$ cat config.mk
export PLATFORM = sky130hd
export DESIGN_NAME = rd_return_tracker
export DESIGN_NICKNAME = d
export VERILOG_FILES = /design/src/rtl/rd_return_tracker.sv
export SDC_FILE = /design/constraint.sdc
export NUM_CORES = 1
export LEC_CHECK = 0
export BUFFER_PORTS_ARGS = -buffer_cell sky130_fd_sc_hd__buf_2
export CAP_MARGIN = 20
export CORE_AREA = 10 10 107 109
export CTS_CLUSTER_DIAMETER = 40
export CTS_CLUSTER_SIZE = 20
export DETAILED_ROUTE_END_ITERATION = 8
export DIE_AREA = 0 0 117 119
export GPL_TIMING_DRIVEN = 0
export PLACE_DENSITY = 0.79
export RECOVER_POWER = 25
export SLEW_MARGIN = 40
export SYNTH_ARGS = -nofsm -noshare
export SYNTH_HDL_FRONTEND = slang
export SYNTH_SLANG_ARGS = --single-unit
$ cat constraint.sdc
create_clock -name clk -period 3.7 [get_ports clk]
set_input_delay 0.74 -clock clk [delete_from_list [all_inputs] [get_ports clk]]
set_output_delay 0.74 -clock clk [all_outputs]
set_load 0.005 [all_outputs]
$ cat src/rtl/rd_return_tracker.sv
module rd_return_tracker #(
  parameter int NUM_BANKS   = 16,
  parameter int BA_W        = $clog2(NUM_BANKS),
  parameter int ADDR_W      = 14,
  parameter int LAT_W       = 6,
  parameter int DEPTH       = 64,
  parameter int MOD_CYC     = 24,
  parameter int DLL_OFF_CL  = 10,
  parameter int DLL_OFF_CWL = 9,
  parameter int RST_CL      = 10,
  parameter int RST_CWL     = 9
) (
  input  logic              clk,
  input  logic              rst_n,
  input  logic              cke,
  input  logic              cs_n,
  input  logic              act_n,
  input  logic              ras_n,
  input  logic              cas_n,
  input  logic              we_n,
  input  logic [BA_W-1:0]   bank,
  input  logic [ADDR_W-1:0] addr,
  input  logic              init_phase,
  input  logic              nop_ok,
  output logic              rd_valid,
  output logic [LAT_W:0]    rd_lat,
  output logic              dll_on,
  output logic              all_idle,
  output logic              err_dll,
  output logic              err_lat,
  output logic              err_sre,
  output logic              err_nop,
  output logic              err_settle
);
  localparam int RLW = LAT_W + 1;
  localparam int CW  = $clog2(MOD_CYC + 1);
  localparam logic [DEPTH-1:0] WIN = DEPTH'(4'hF);

  wire sel   = !cs_n;
  wire c_act = sel & !act_n;
  wire c_mrs = sel & act_n & !ras_n & !cas_n & !we_n;
  wire c_ref = sel & act_n & !ras_n & !cas_n &  we_n;
  wire c_pre = sel & act_n & !ras_n &  cas_n & !we_n;
  wire c_rd  = sel & act_n &  ras_n & !cas_n &  we_n;
  wire c_nop = sel & act_n &  ras_n &  cas_n &  we_n;
  wire c_sre = c_ref & !cke;

  wire w0 = c_mrs & (bank[2:0] == 3'd0);
  wire w1 = c_mrs & (bank[2:0] == 3'd1);
  wire w2 = c_mrs & (bank[2:0] == 3'd2);

  logic             a_dll, p_dll;
  logic [LAT_W-1:0] a_cl, p_cl, p_cwl;
  logic [1:0]       a_al, p_al;
  logic [CW-1:0]    cnt;
  logic [NUM_BANKS-1:0] open_b;
  logic [DEPTH-1:0] sr;
  logic             cke_q, in_sr;

  wire             n_dll = w1 ? addr[0] : p_dll;
  wire [1:0]       n_al  = w1 ? addr[4:3] : p_al;
  wire [LAT_W-1:0] n_cl  = w0 ? addr[LAT_W-1:0] : p_cl;
  wire [LAT_W-1:0] n_cwl = w2 ? addr[LAT_W-1:0] : p_cwl;

  wire unused_ok = &{1'b0, addr[ADDR_W-1:11], addr[9:LAT_W], bank[BA_W-1:3]};

  logic [RLW-1:0] al_cyc;
  assign al_cyc = (a_al == 2'd1) ? RLW'(a_cl) - RLW'(1) :
                  (a_al == 2'd2) ? RLW'(a_cl) - RLW'(2) : '0;
  assign rd_lat   = RLW'(a_cl) + al_cyc - RLW'(!a_dll);
  assign dll_on   = a_dll;
  assign rd_valid = sr[0];
  assign all_idle = ~|open_b & ~|sr & cke_q;

  wire [NUM_BANKS-1:0] bhot = NUM_BANKS'(1) << bank;

  always_ff @(posedge clk) begin
    if (!rst_n) begin
      a_dll <= 1'b1; p_dll <= 1'b1;
      a_cl  <= LAT_W'(RST_CL); p_cl <= LAT_W'(RST_CL);
      p_cwl <= LAT_W'(RST_CWL);
      a_al  <= 2'd0; p_al <= 2'd0;
      cnt   <= '0;
      open_b <= '0;
      sr    <= '0;
      cke_q <= 1'b1;
      in_sr <= 1'b0;
      err_dll <= 1'b0; err_lat <= 1'b0; err_sre <= 1'b0;
      err_nop <= 1'b0; err_settle <= 1'b0;
    end else begin
      p_dll <= n_dll; p_al <= n_al; p_cl <= n_cl; p_cwl <= n_cwl;
      if (c_mrs) cnt <= CW'(MOD_CYC);
      else if (cnt != '0) begin
        cnt <= cnt - CW'(1);
        if (cnt == CW'(1)) begin
          a_dll <= p_dll; a_cl <= p_cl; a_al <= p_al;
        end
      end

      if (c_act) open_b <= open_b | bhot;
      else if (c_pre) open_b <= addr[10] ? '0 : (open_b & ~bhot);

      sr <= (sr >> 1) | (c_rd ? (WIN << rd_lat) : '0);

      cke_q <= cke;
      if (c_sre) in_sr <= 1'b1;
      else if (in_sr && cke) in_sr <= 1'b0;

      err_dll    <= w1 & (addr[0] != p_dll) & !init_phase & !in_sr;
      err_lat    <= c_mrs & !n_dll & ((n_cl != LAT_W'(DLL_OFF_CL)) | (n_cwl != LAT_W'(DLL_OFF_CWL)));
      err_sre    <= c_sre & !all_idle;
      err_nop    <= c_nop & !nop_ok;
      err_settle <= c_rd & (cnt != '0);
    end
  end
endmodule


## Yosys cells after proc, flatten, opt, wreduce, memory -nomap -nowiden

Cells that the tools add are included.

- Bits in registers: 116

- Mux-type cells: 13
- Eq/ne operators: 8
- Shift-type cells: 2
- Reduce and logical (&&, ||, !) cells: 24
- Bitwise gates (word level): 34
- $add $sub $neg: 5

Operators by type and width:

| kind | count |
|---|---|
| $mux 64 | 1 |
| $or 63x64->64 | 1 |
| $reduce_or 64->1 | 1 |
| $shl 4x7->64 const A | 1 |
| $mux 16 | 3 |
| $and 1x1->1 | 27 |
| $and 16x16->16 | 1 |
| $not 16->16 | 1 |
| $or 16x16->16 | 1 |
| $reduce_or 16->1 | 1 |
| $shl 1x4->16 const A | 1 |
| $logic_not 1->1 | 14 |
| $mux 7 | 2 |
| $mux 6 | 2 |
| $ne 6x4->1 const B | 2 |
| $mux 5 | 2 |
| $add 6x7->7 | 1 |
| $sub 6x1->7 const B | 1 |
| $sub 6x2->7 const B | 1 |
| $sub 7x1->7 | 1 |
| $reduce_bool 2->1 | 3 |
| $eq 5x1->1 const B | 1 |
| $reduce_bool 5->1 | 1 |
| $sub 5x1->5 const B | 1 |
| 12 further kinds | 15 |

## Longest topological paths before layout

- Depth in word-level cells: 10
- Mapped depth: 17
- Mapped depth without buffers: 16

## Worst setup path before layout

No wires, ideal clock.

- Path kind: reg2out
- Start: reg a_cl[1]
- End: out rd_lat[5]
- Buffers on the path: 1
- Stages on the path, launching flop included: 14
- Data required time: 2.960 ns
- Path slack: 0.414 ns
- Arrival: 2.546 ns
- Path through: dfxtp_1 > inv_1 > ha_1 > nand2_1 > nand2_1 > xnor2_1 > a22oi_1 > ha_1 > inv_1 > ha_1 > a21o_1 > a311o_1 > nand3_1 > clkbuf_1

- Longest elaborated chain between the ends: 5
- Elaborated cells between the ends (all ways): 6
- Classes of those cells: 4 x add/sub; 2 x mux

RTL lines:

| what | line | RTL |
|---|---|---|
| from (decl) | 53 | `logic [LAT_W-1:0] a_cl, p_cl, p_cwl;` |
| from (signal assigned) | 80 | `a_cl <= LAT_W'(RST_CL); p_cl <= LAT_W'(RST_CL);` |
| from (signal assigned) | 96 | `a_dll <= p_dll; a_cl <= p_cl; a_al <= p_al;` |
| $sub 6x2->7 | 69 | `(a_al == 2'd2) ? RLW'(a_cl) - RLW'(2) : '0;` |
| $mux 7 | 69 |  |
| $mux 7 | 68 | `assign al_cyc = (a_al == 2'd1) ? RLW'(a_cl) - RLW'(1) :` |
| $add 6x7->7 (*) | 70 | `assign rd_lat = RLW'(a_cl) + al_cyc - RLW'(!a_dll);` |
| $sub 7x1->7 (*) | 70 |  |
| to (decl) | 26 | `output logic [LAT_W:0] rd_lat,` |

Every way passes the cells marked *; elsewhere a longest branch is shown, timed or not.

## Worst setup path in the final report

- Start: reg a_cl[0]
- End: out rd_lat[6]

Same word-level chain as after synthesis.

==> impl_metrics.ini <==
[status]
status = complete, but fails checks
violations = negative setup slack

[logic_synthesis]
synth-adder-area-share_pct = 4.91
yosysTopAreaCellShare_pct = 42.2
synth_top_family_by_area = simple AND/OR/NAND/NOR gates
avgSynthCellArea_um2 = 8.49
yosysWarnings = 0
ys_ff_latch = 116
yosysUniqueCellTypes = 56
syn_area_mm2 = 0.00550
yosys-top-cells-area = dfxtp_1 (42%), ha_1 (4.5%), nand2_1 (4.4%), mux2i_1 (4.4%), o21a_1 (4.2%)
synth_compound_area_share_pct = 19.2
syn-num-nets = 697
seq_area_frac_synth_pct = 42.2
synth-xor-area-share_pct = 2.07
synthMuxAreaShare_pct = 4.57
synthCells = 648
synth_edf_count = 0
synthArstFlopShare_pct = 0
yosysTopAreaCell = dfxtp_1
ys.flop_type = dfxtp_1
synthSimpleGateAreaFrac_pct = 21.7

[routing]
antenna_left = 0
vias = 5180
avgViaCountPerCell = 6.17
first_iter_violations = 513
drc = 0
wirelength_um = 15800
firstDrtPassIters = 5
wl_per_cell_um = 18.8

[grt]
grt_usage_pct = 22.6
first_global_vias = 5087
antenna_found_initial = 0
overflow = 0
grt_max_degree = 17
grt_pass1_wl_um = 25200

[worst_setup_path]
slowest_stage = fa_2
cp_data_required_time_ns = 2.96
cp_top_family = adder cells
slowest_delay_ns = 0.42
cp_max_fo = 5
rrSetupSlack_ns = 0.16
r2r_cells = 15
start_kind = flop
critPathCaptureType = primary output
path_cells = inv_4, ha_4, inv_2, a21oi_2, ha_1, inv_2, fa_2, a211oi_4, o21bai_2, a21oi_2, xor2_2, buf_2
crit_buf_inv = 4
worstSetupPathType = flop to primary output
timing.rr.end = sr[16]$_SDFF_PN0_
r2r_start = a_cl[0]$_SDFFE_PN0P_
arrival_ns = 3.00

[sta]
whs_ns = 0.395
drv_slew = 0
worst_pin_slew_ns = 1.10
finalCriticalPeriod_ns = 3.74
hold_viol = 0
max-slew-margin-rel_pct = 25.4
finalSetupViolCount = 2
period_share_pct = 101
setup_slack_ns = -0.0356
finClkSkew_ns = 0.00674
rsz0062_at_grt = yes
fmax_mhz = 268

[pwr]
seqPwrFrac_pct = 38.1
power.leakage_nw = 2.69
p_int_mw = 2.63
p_total_mw = 3.40
swShare_pct = 22.6
clockPowerShare_pct = 53.7
ir_drop_v = 0.000275
p_sw_uw = 769
power.density_mw_per_mm2 = 497
p_comb_share_pct = 8.2

[clock_network]
cts_root_buf = clkbuf_8
cts_tree = yes
h-tree-depth = 4
cts_made_buffers = 17
insertion_delay_ns = 0.53
clk_pin_slew_ns = 0.06
cts_max_path_buffers = 2
cts.sinks = 116

[min_path]
worstHoldPathCells = 2
hold_path.class = input pin to flop
hold_end = err_nop$_SDFF_PN0_
min_from = nop_ok

[floorplanning]
start_util_pct = 58.1
core_mm2 = 0.00946
die_x_um = 117
die_area_mm2 = 0.0139
row_count = 36
die_y_um = 119
io_pins = 43

[place]
dp_cells = 794
globalplace.congestion = 0.912
dp_hpwl_um = 11000
place.port_buffers = 32

[layout]
final_cells = 839
area_growth_pct = 24.3
final_common_cell = dfxtp_1
fill_cells = 717
n_antenna_cell = 0
nets = 761
final_cell_mix = dfxtp_1 (111), nand2_1 (62), nor2_1 (54)
drive_gt1_share_pct = 17.9

[flow_run]
maxCapViolations = 0
==> cell families after synthesis <==
family	after synthesis
flops	116
buf+inv	73
compound gates	156
xor+xnor	13
simple gates	244
mux	25
fa+ha+maj	21
==> worst max path at each step <==
stage	startpoint	end	depth (start not counted)	slack (ns)
6_report	a_cl[0]$_SDFFE_PN0P_	rd_lat[6]	12	-0.04
5_1_grt	a_cl[0]$_SDFFE_PN0P_	rd_lat[6]	12	-0.16
4_1_cts	a_cl[0]$_SDFFE_PN0P_	rd_lat[6]	12	-0.02
3_5_place_dp	a_cl[2]$_SDFFE_PN0P_	rd_lat[5]	14	-0.21
3_3_place_gp	a_cl[2]$_SDFFE_PN0P_	rd_lat[5]	14	-0.12
2_1_floorplan	a_cl[1]$_SDFFE_PN1P_	rd_lat[5]	13	0.41
==> flip-flops by register name (all words and copies together), names as in the netlist <==
name	count
sr	64
open_b	16
a_cl	6
p_cl	6
p_cwl	6
cnt	5
a_al	2
p_al	2
cke_q	1
dll_on	1
err_dll	1
err_lat	1
err_nop	1
err_settle	1
err_sre	1
in_sr	1
p_dll	1
==> worst reg2reg max path, cell delays in order (launching register included) <==
cell	delay, ns
dfxtp_4	0.39
inv_4	0.04
ha_4	0.22
inv_2	0.05
a21oi_2	0.05
ha_1	0.30
inv_2	0.05
fa_2	0.42
a211oi_4	0.27
buf_4	0.16
nor2_2	0.04
xnor2_2	0.21
clkbuf_1	0.43
nand3_1	0.26
mux2i_1	0.35
a32o_1	0.22
==> per-layer routing <==
metal	share of wire, %	track usage, %	vias up
met5	0	0	-
met4	2.4	9.04	0
met3	7.6	7.53	39
met2	48	35.8	207
met1	42	27.6	2466
li1	-	-	2468
==> area by class of cell <==
type	instances	area [µm²]	share of cell area (%)
Buffer	40	169	2.47
Clock buffer	24	490	7.17
Clock inverter	8	169	2.47
Inverter	30	120	1.76
Multi-Input combinational cell	459	3130	45.7
Sequential cell	116	2340	34.2
Tap cell	114	143	2.09
Timing Repair Buffer	48	282	4.12
==> per-stage QoR <==
stage | util [%] | TNS (ns) | worst slack (ns) | cell area (µm²)
3_3_place_gp | 61.3 | -0.131 | -0.116 | 5800
4_1_cts | 71.6 | -0.0396 | -0.0223 | 6780
6_report | 72.3 | -0.0543 | -0.0356 | 6840
2_1_floorplan | - | 0 | 0.414 | 5500
3_5_place_dp | 61.4 | -0.481 | -0.213 | 5810
5_1_grt | 72.3 | -0.341 | -0.163 | 6840
==> synthesized netlist by cell type (2+ instances only) <==
cell      number
a31oi_1       13
ha_1          20
a41oi_1        4
a32oi_1        3
a22oi_1        2
nor2_1        57
a32o_1         6
nand3_1       15
nand2b_1      10
nand4_1        6
xnor2_1        6
xor2_1         7
buf_2          2
a21o_1         3
nand2_1       65
buf_1          4
a22o_1         3
and2_1         2
o221a_2        3
nor3_1        40
a21oi_1       27
nor4b_1        5
mux2i_1       24
or4_1          3
clkbuf_1      35
o21ai_0       30
a211oi_1       2
dfxtp_1      116
o31ai_1       21
nor4_1        23
buf_6          2
o21a_1        31
inv_1         29
nor2b_1        7
==> what timing repair did <==
action / CTS / global route
gates resized for setup: 61 / 18
setup endpoints to repair: 9 / 5
pin swaps: 20 / 20
buffers inserted: 10 / 6
hold buffers: 0 / 0
==> power by group through the flow <==
stage | clock, mW | sequential (mW) | combinational, mW
detailed placement | 0 | 1.32 | 0.268
floorplan | 0 | 1.32 | 0.200
CTS | 1.83 | 1.30 | 0.279
finish | 1.83 | 1.30 | 0.280
global placement | 0 | 1.32 | 0.254
global route | 1.89 | 1.30 | 0.311
No activity file was read; power rests on OpenSTA's default activity.
